<file path="config.mk">
export PLATFORM = sky130hd
export DESIGN_NAME = os_matmul_array
export DESIGN_NICKNAME = d
export VERILOG_FILES = /design/src/rtl/os_mm_pkg.sv /design/src/rtl/os_mm_skew_line.sv /design/src/rtl/os_mm_mac_cell.sv /design/src/rtl/os_mm_ctrl.sv /design/src/rtl/os_matmul_array.sv
export SDC_FILE = /design/constraint.sdc
export NUM_CORES = 2
export LEC_CHECK = 0
export ABC_AREA = 1
export BUFFER_PORTS_ARGS = -buffer_cell sky130_fd_sc_hd__clkbuf_2
export CORE_MARGIN = 2
export CORE_UTILIZATION = 45
export DETAILED_ROUTE_END_ITERATION = 12
export HOLD_SLACK_MARGIN = 0.1
export PLACE_DENSITY = 0.7
export SYNTH_ARGS = -nofsm -noshare
export SYNTH_HDL_FRONTEND = slang
export SYNTH_SLANG_ARGS = --single-unit
export TNS_END_PERCENT = 5
</file>
<file path="constraint.sdc">
create_clock -name clk -period 10.8 [get_ports clk]
set_input_delay 3.24 -clock clk [delete_from_list [all_inputs] [get_ports clk]]
set_output_delay 3.24 -clock clk [all_outputs]
set_load 0.005 [all_outputs]
</file>
<file path="src/rtl/os_mm_pkg.sv">
package os_mm_pkg;

   typedef enum logic [1:0] {
      ST_IDLE  = 2'd0,
      ST_FEED  = 2'd1,
      ST_FLUSH = 2'd2,
      ST_DRAIN = 2'd3
   } os_state_e;

endpackage

</file>
<file path="src/rtl/os_mm_skew_line.sv">
module os_mm_skew_line #(
   parameter int W     = 8,
   parameter int DEPTH = 1
) (
   input  logic         clk,
   input  logic         rst_n,
   input  logic [W-1:0] din,
   output logic [W-1:0] dout
);

   logic [W-1:0] stage [DEPTH];

   always_ff @(posedge clk or negedge rst_n) begin
      if (!rst_n) begin
         for (int i = 0; i < DEPTH; i++) stage[i] <= '0;
      end else begin
         stage[0] <= din;
         for (int i = 1; i < DEPTH; i++) stage[i] <= stage[i-1];
      end
   end

   assign dout = stage[DEPTH-1];

endmodule

</file>
<file path="src/rtl/os_mm_mac_cell.sv">
module os_mm_mac_cell #(
   parameter int DW = 8,
   parameter int AW = 20
) (
   input  logic          clk,
   input  logic          rst_n,
   input  logic [DW-1:0] a_op,
   input  logic [DW-1:0] b_op,
   input  logic          acc_clr,
   input  logic          drain_en,
   input  logic [AW-1:0] shift_in,
   output logic [AW-1:0] acc
);

   localparam int PW = 2 * DW;

   logic [PW-1:0] prod;

   assign prod = a_op * b_op;

   always_ff @(posedge clk or negedge rst_n) begin
      if (!rst_n)        acc <= '0;
      else if (acc_clr)  acc <= '0;
      else if (drain_en) acc <= shift_in;
      else               acc <= acc + AW'(prod);
   end

endmodule

</file>
<file path="src/rtl/os_mm_ctrl.sv">
module os_mm_ctrl
   import os_mm_pkg::*;
#(
   parameter int N    = 4,
   parameter int KMAX = 16,
   parameter int KW   = 5,
   parameter int RW   = 2
) (
   input  logic          clk,
   input  logic          rst_n,
   input  logic          start,
   input  logic [KW-1:0] k_len,
   input  logic          clear,
   output logic          feed_en,
   output logic          drain_en,
   output logic          acc_clr,
   output logic          busy,
   output logic          done,
   output logic [RW-1:0] res_idx
);

   localparam int CW        = $clog2(KMAX + 2 * N + 1);
   localparam int FLUSH_LEN = 2 * N - 1;

   os_state_e     state;
   logic [CW-1:0] cnt;
   logic [KW-1:0] klen_q;
   logic          len_ok;

   assign len_ok = (k_len != '0) && (32'(k_len) <= KMAX);

   always_ff @(posedge clk or negedge rst_n) begin
      if (!rst_n) begin
         state  <= ST_IDLE;
         cnt    <= '0;
         klen_q <= '0;
      end else begin
         unique case (state)
            ST_IDLE: begin
               if (start && len_ok) begin
                  state  <= ST_FEED;
                  cnt    <= '0;
                  klen_q <= k_len;
               end
            end
            ST_FEED: begin
               if (cnt == CW'(klen_q) - CW'(1)) begin
                  state <= ST_FLUSH;
                  cnt   <= '0;
               end else begin
                  cnt <= cnt + CW'(1);
               end
            end
            ST_FLUSH: begin
               if (cnt == CW'(FLUSH_LEN - 1)) begin
                  state <= ST_DRAIN;
                  cnt   <= '0;
               end else begin
                  cnt <= cnt + CW'(1);
               end
            end
            ST_DRAIN: begin
               if (cnt == CW'(N - 1)) begin
                  state <= ST_IDLE;
                  cnt   <= '0;
               end else begin
                  cnt <= cnt + CW'(1);
               end
            end
            default: state <= ST_IDLE;
         endcase
      end
   end

   assign feed_en  = (state == ST_FEED);
   assign drain_en = (state == ST_DRAIN);
   assign acc_clr  = (state == ST_IDLE) && clear;
   assign busy     = (state != ST_IDLE);
   assign done     = drain_en && (cnt == '0);
   assign res_idx  = RW'(N - 1) - cnt[RW-1:0];

endmodule

</file>
<file path="src/rtl/os_matmul_array.sv">
module os_matmul_array #(
   parameter int N    = 4,
   parameter int DW   = 8,
   parameter int AW   = 20,
   parameter int KMAX = 16,
   parameter int KW   = $clog2(KMAX + 1),
   parameter int RW   = $clog2(N)
) (
   input  logic            clk,
   input  logic            rst_n,
   input  logic            start,
   input  logic [KW-1:0]   k_len,
   input  logic            clear,
   input  logic [N*DW-1:0] act_in,
   input  logic [N*DW-1:0] wgt_in,
   output logic            busy,
   output logic            done,
   output logic            res_valid,
   output logic [RW-1:0]   res_idx,
   output logic [N*AW-1:0] res_row
);

   localparam int GROWTH = $clog2(KMAX);

   if (N < 2) begin : g_chk_n
      $error("os_matmul_array: N must be at least 2");
   end
   if (AW < 2 * DW + GROWTH) begin : g_chk_aw
      $error("os_matmul_array: AW too narrow for KMAX products");
   end
   if (KW < $clog2(KMAX + 1)) begin : g_chk_kw
      $error("os_matmul_array: KW cannot hold KMAX");
   end
   if (RW != $clog2(N)) begin : g_chk_rw
      $error("os_matmul_array: RW must be clog2(N)");
   end

   logic feed_en;
   logic drain_en;
   logic acc_clr;

   os_mm_ctrl #(
      .N(N), .KMAX(KMAX), .KW(KW), .RW(RW)
   ) u_ctrl (
      .clk      (clk),
      .rst_n    (rst_n),
      .start    (start),
      .k_len    (k_len),
      .clear    (clear),
      .feed_en  (feed_en),
      .drain_en (drain_en),
      .acc_clr  (acc_clr),
      .busy     (busy),
      .done     (done),
      .res_idx  (res_idx)
   );

   assign res_valid = drain_en;

   // operand registers seen by each cell
   logic [DW-1:0] a_pipe [N][N];
   logic [DW-1:0] b_pipe [N][N];
   logic [AW-1:0] acc_q  [N][N];

   // left edge: row r delayed r cycles plus the first cell register
   for (genvar r = 0; r < N; r++) begin : g_row_edge
      logic [DW-1:0] a_gated;
      assign a_gated = feed_en ? act_in[r*DW +: DW] : '0;
      os_mm_skew_line #(.W(DW), .DEPTH(r + 1)) u_skew_a (
         .clk  (clk),
         .rst_n(rst_n),
         .din  (a_gated),
         .dout (a_pipe[r][0])
      );
   end

   // top edge: column c delayed c cycles plus the first cell register
   for (genvar c = 0; c < N; c++) begin : g_col_edge
      logic [DW-1:0] b_gated;
      assign b_gated = feed_en ? wgt_in[c*DW +: DW] : '0;
      os_mm_skew_line #(.W(DW), .DEPTH(c + 1)) u_skew_b (
         .clk  (clk),
         .rst_n(rst_n),
         .din  (b_gated),
         .dout (b_pipe[0][c])
      );
   end

   for (genvar r = 0; r < N; r++) begin : g_row
      for (genvar c = 0; c < N; c++) begin : g_col
         if (c > 0) begin : g_a_hop
            always_ff @(posedge clk or negedge rst_n) begin
               if (!rst_n) a_pipe[r][c] <= '0;
               else        a_pipe[r][c] <= a_pipe[r][c-1];
            end
         end
         if (r > 0) begin : g_b_hop
            always_ff @(posedge clk or negedge rst_n) begin
               if (!rst_n) b_pipe[r][c] <= '0;
               else        b_pipe[r][c] <= b_pipe[r-1][c];
            end
         end

         logic [AW-1:0] shift_src;
         if (r == 0) begin : g_wrap
            assign shift_src = acc_q[N-1][c];
         end else begin : g_down
            assign shift_src = acc_q[r-1][c];
         end

         os_mm_mac_cell #(.DW(DW), .AW(AW)) u_cell (
            .clk      (clk),
            .rst_n    (rst_n),
            .a_op     (a_pipe[r][c]),
            .b_op     (b_pipe[r][c]),
            .acc_clr  (acc_clr),
            .drain_en (drain_en),
            .shift_in (shift_src),
            .acc      (acc_q[r][c])
         );
      end
   end

   for (genvar c = 0; c < N; c++) begin : g_out
      assign res_row[c*AW +: AW] = acc_q[N-1][c];
   end

endmodule

</file>
-- Word level (Yosys, flattened, before mapping)
Cells that the tools add are included.
- bits in registers: 684
- latch bits: 0
- RAM bits: 0
- bits in read-only memories: 0
- bits of input ports: 73
- logic and storage cells: 169
- memories kept: 0
- add/subtract/negate cells: 19
- multipliers: 16
- divide/modulo/power cells: 0
- magnitude comparators: 1
- equal/unequal tests: 10
- shift operators: 0
- mux-type cells: 50
- bitwise logic cells: 0
- reductions and logical operators: 10
- operators by type and width (cell ; number):
    20-bit two-way mux ; 32
    20-bit by 16-bit adder with 20-bit output ; 16
    8-bit by 8-bit multiplier with 16-bit output ; 16
    8-bit two-way mux ; 8
    5-bit two-way mux ; 4
    5-bit one-hot mux with 4 select lines ; 1
    2-bit two-way mux ; 4
    2-bit one-hot mux with 4 select lines ; 1
    2-bit by 1-bit != test with 1-bit output, second input constant ; 3
    5-bit by 1-bit adder with 5-bit output, second input constant ; 1
    5-bit by 2-bit == test with 1-bit output, second input constant ; 1
    5-bit by 3-bit == test with 1-bit output, second input constant ; 1
    5-bit == test ; 1
    5-bit <= comparator, second input constant ; 1
    5-bit logical NOT ; 1
    5-bit nonzero test ; 1
    5-bit by 1-bit subtractor with 5-bit output, second input constant ; 1
    2-bit == test, second input constant ; 2
    1-bit logical AND ; 4
    4-bit AND reduction ; 1
    2-bit by 1-bit == test with 1-bit output, second input constant ; 1
    2-bit logical NOT ; 1
    2-bit != test, second input constant ; 1
    2-bit AND reduction ; 1
    other kinds (2) ; 2

-- Depth between registers and ports, before layout
- word-level depth: 5
- gate-level depth with buffers: 23
- mapped depth without buffers: 22

-- Cells and area by module
From an unflattened synthesis, not the netlist that was laid out.
- cell total of the unflattened synthesis: 10142
- area total of the unflattened synthesis: 74098.6 um2
- by module, submodules not included (module ; instances ; cells each ; area each (um2) ; seq. area each (um2)):
    os_mm_mac_cell at g_row[1].g_col[1].u_cell ... ; 7 ; 591 ; 3987.6 ; 500.5
    os_mm_mac_cell at g_row[3].g_col[0].u_cell ... ; 4 ; 593 ; 3951.3 ; 500.5
    os_mm_mac_cell at g_row[0].g_col[1].u_cell ... ; 3 ; 593 ; 3930.0 ; 500.5
    os_matmul_array ; 1 ; 327 ; 5363.9 ; 4804.6
    os_mm_mac_cell at g_row[1].g_col[0].u_cell ; 1 ; 593 ; 3990.1 ; 500.5
    os_mm_mac_cell at g_row[0].g_col[0].u_cell ; 1 ; 593 ; 3926.3 ; 500.5
    os_mm_skew_line at g_col_edge[3].u_skew_b ... ; 2 ; 40 ; 860.8 ; 800.8
    os_mm_skew_line at g_col_edge[2].u_skew_b ... ; 2 ; 32 ; 660.6 ; 600.6
    os_mm_ctrl ; 1 ; 133 ; 945.9 ; 300.3
    os_mm_skew_line at g_col_edge[1].u_skew_b ... ; 2 ; 24 ; 460.4 ; 400.4
    os_mm_skew_line at g_col_edge[0].u_skew_b ... ; 2 ; 8 ; 200.2 ; 200.2

-- Worst setup path before layout
Ideal clock, no wire load.
- path kind: register to output
- start point: register u_ctrl.state[0]
- end point: output port done
- arrival: 1256 ps
- data required time: 7560 ps
- setup slack: 6304 ps
- cell stages (with the launch flop): 7
- cell sequence: dfrtp_1 > ha_1 > buf_4 > buf_2 > buf_2 > nand2_1 > nor2_1
- cells in the longest elaborated chain, start to end: 2
- RTL lines (item ; line ; source):
    start, declared ; os_mm_ctrl.sv:25 ; os_state_e state;
    start signal, assigned ; os_mm_ctrl.sv:34 ; state <= ST_IDLE;
    start signal, assigned ; os_mm_ctrl.sv:41 ; state <= ST_FEED;
    start signal, assigned ; os_mm_ctrl.sv:48 ; state <= ST_FLUSH;
    2-bit == test ; os_mm_ctrl.sv:76 ; assign drain_en = (state == ST_DRAIN);
    net res_valid ; os_matmul_array.sv:18 ; output logic res_valid,
    1-bit logical AND ; os_mm_ctrl.sv:79 ; assign done = drain_en && (cnt == '0);
    end, declared ; os_matmul_array.sv:17 ; output logic done,
The timed path passes the listed nets, and every way through them passes these cells.

-- Worst setup path in the final report
- start point: register u_ctrl.state[0]
- end point: output port done
- cells in the longest elaborated chain, start to end: 2
- RTL lines (item ; line):
    2-bit == test ; os_mm_ctrl.sv:76
    1-bit logical AND ; os_mm_ctrl.sv:79
No other way between the ends.

==> results.toml <==
[run_status]
outcome = "finished clean"

[grt]
gr-total-overflow = 0
grt_max_degree = 150
antenna_found_initial = 5
grt_first_pass_wirelength_um = 316000
grt_use_total = 0.245
grt_pass1_vias = 59400

[power]
vdd_drop_max_mv = 0.143
sw_frac_of_total = 0.505
intPower_mw = 8.86
power.total_mw = 17.9
power_leakage_nw = 49.9
clkPwrFrac = 0.175
switching_power_mw = 9.05
p_comb_frac = 0.542
power_density_nw_per_um2 = 232
p_seq_frac = 0.284

[place]
dp_slack_ns = 4.96
place_congestion = 0.928
dp_hpwl_um = 155000
placed_cell_area_sq_um = 74100
port_buffers = 157
dp_cells = 11600

[floorplanning]
die_h_um = 404
die_area_sq_um = 163000
initial_core_util = 0.454
die_w_um = 404
io_pins = 158
coreArea_sq_um = 159000
rows = 146

[yosys]
yosys.area_share.simple = 0.191
yosysUniqueCellTypes = 27
synth_cells = 9746
synth_compound_area_frac = 0.0411
synth-adder-area-share = 0.338
synth.mux.area_fraction = 0
synth_top_area_cell = "dfrtp_1"
synth_xor_area_frac = 0.00876
ys_seq_area_frac = 0.238
synth_top_area_share = 0.238
synth_ff_type = "dfrtp_1"
netlist_area_sq_um = 72000
synth_edf_count = 0
yosys-top-cells-area = "dfrtp_1, fa_1, inv_1"
synth_seq_cells = 684
ys_warn_count = 0
ys_async_sr_fraction = 1.00
avgSynthCellArea_sq_um = 7.38
synth_top_family_by_area = "adder cells"
syn_nets = 11300

[critical_path]
path_cells = "ha_4 > nand2_1 > nor2_1 > clkbuf_2"
arrival_ns = 1.90
max_stage_delay_ns = 0.47
crit_type = "reg -> out"
end_kind = "primary output"
start_kind = "flop"
crit_slowest_cell = "dfrtp_1"
cp_max_fo = 32
cp_data_required_time_ns = 7.56

[drt]
vias_per_cell = 4.86
routedWlPerCell_um = 16.4
drc = 0
routed_wirelength_um = 193000
drt_iter0_drc = 3722
drtAntennaViolNets = 0
dr.pass1.iters = 6
vias = 57300

[final_layout]
drive_gt1_frac = 0.0347
layout.cells.most_common = "inv_1"
finalInstanceArea_sq_um = 77100
syn2layout_area_growth_pct = 7.12
final_cell_mix = "inv_1, nand2_1, fa_1, dfrtp_1, ha_1"
final_net_count = 11200
final_cells = 11800
fin_util = 0.486

[timing]
max_slew.worst_pin.slew_ns = 1.18
setup_viol = 0
min_period_ns = 5.14
finalCritPeriodShare = 0.476
fin_tns_setup_ns = 0
slew_headroom = 0.210
drv_slew = 0
rsz0062_at_grt = "false"
setup_slack_ns = 5.66
hold_viol = 0
fin_skew_ns = 0.0504
hold_ws_ns = 0.319
fmax_mhz = 194

[clocking]
cts.path.max_buffers = 3
htree_num_levels = 3
cts-root-buf = "clkbuf_16"
cts_resized = 0
post_cts_buffers = 0
insertion_delay_ns = 0.71
numCtsBuffers = 85
cts.sinks = 684
cts_tree = "yes"
cts.clk_slew.worst_paths_ns = 0.06
hold_buffers = 0

[flow_run]
drv_cap = 0

[worst_hold_path]
hold_path.class = "reg -> reg"
-- final cells by class --
type	instances	area (sq um)
antenna	3	7.51
clock buffer	104	2300
clock inverter	53	718
fill	15300	81500
inverter	3107	11700
multi-input combinational	5585	41700
sequential	684	17100
tap	2072	2590
timing repair buffer	176	976
-- path summary, 6_finish.rpt --
check                                                      startpoint                                          to  slack [ns]  cells after the start
max in group asynchronous                                       rst_n  g_row[3].g_col[3].u_cell.acc[11]$_DFF_PN0_        6.20                      3
hold reg to reg            g_row_edge[1].u_skew_a.stage[10]$_DFF_PN0_    g_row_edge[1].u_skew_a.dout[2]$_DFF_PN0_        0.32                      0
hold / removal             g_row_edge[1].u_skew_a.stage[10]$_DFF_PN0_    g_row_edge[1].u_skew_a.dout[2]$_DFF_PN0_        0.32                      0
min in group asynchronous                                       rst_n  g_col_edge[2].u_skew_b.stage[17]$_DFF_PN0_        2.62                      1
setup reg to reg                                 a_pipe[87]$_DFF_PN0_  g_row[1].g_col[1].u_cell.acc[19]$_DFF_PN0_        6.20                     19
setup / recovery                          u_ctrl.state[0]$_DFFE_PN0P_                                        done        5.66                      4
-- cells by family (layout without fill, tap and decap cells) --
group / count (synthesis) / after routing
AO/OA/AOI/OAI: 567 / 567
XOR/XNOR: 72 / 72
adder cells (fa/ha/maj): 1465 / 1465
buffers and inverters: 3477 / 3440
flip-flops: 684 / 684
other: 0 / 3
AND/OR/NAND/NOR: 3481 / 3481
-- sequential cells by signal, summed over array words and instances (netlist names) --
name,flops
u_ctrl.state,2
g_row.g_col.u_cell.acc,320
g_row_edge.u_skew_a.stage,48
u_ctrl.klen_q,5
a_pipe,96
b_pipe,96
g_row_edge.u_skew_a.dout,32
g_col_edge.u_skew_b.stage,48
u_ctrl.cnt,5
g_col_edge.u_skew_b.dout,32
-- cells in the mapped netlist (all sizes together) (43+ instances only) --
master / count
inv: 3107
nor3: 48
xor2: 60
nand3: 415
o21ai: 184
buf: 87
fa: 800
nor2: 331
ha: 665
a21oi: 336
dfrtp: 684
o211ai: 43
nand2: 2646
clkbuf: 283
-- power by group through the flow --
| stage | Clock (mW) | Combinational (mW) | Sequential, mW |
|---|---|---|---|
| 6_report | 3.13 | 9.70 | 5.08 |
| 5_1_grt | 3.29 | 11.3 | 5.16 |
| 4_1_cts | 3.19 | 9.78 | 5.05 |
| 3_5_place_dp | 0 | 9.66 | 5.08 |
| 3_3_place_gp | 0 | 9.41 | 5.08 |
| 2_1_floorplan | 0 | 7.67 | 3.88 |
-- per-layer routing --
| layer | track usage | vias up | part of all wire |
|---|---|---|---|
| li1 | - | 27600 | - |
| met1 | 0.323 | 27600 | 0.43 |
| met2 | 0.410 | 1706 | 0.47 |
| met3 | 0.0420 | 360 | 0.069 |
| met4 | 0.0761 | 4 | 0.032 |
| met5 | 0 | - | 0.00013 |
-- critical path: cells and delay by family, from the launching register on --
family | cells | cell delay [ns]
flops | 1 | 0.47
fa+ha+maj | 1 | 0.44
buf+inv | 1 | 0.11
simple gates | 2 | 0.20
Note: power is estimated with default switching activity, not from simulation.
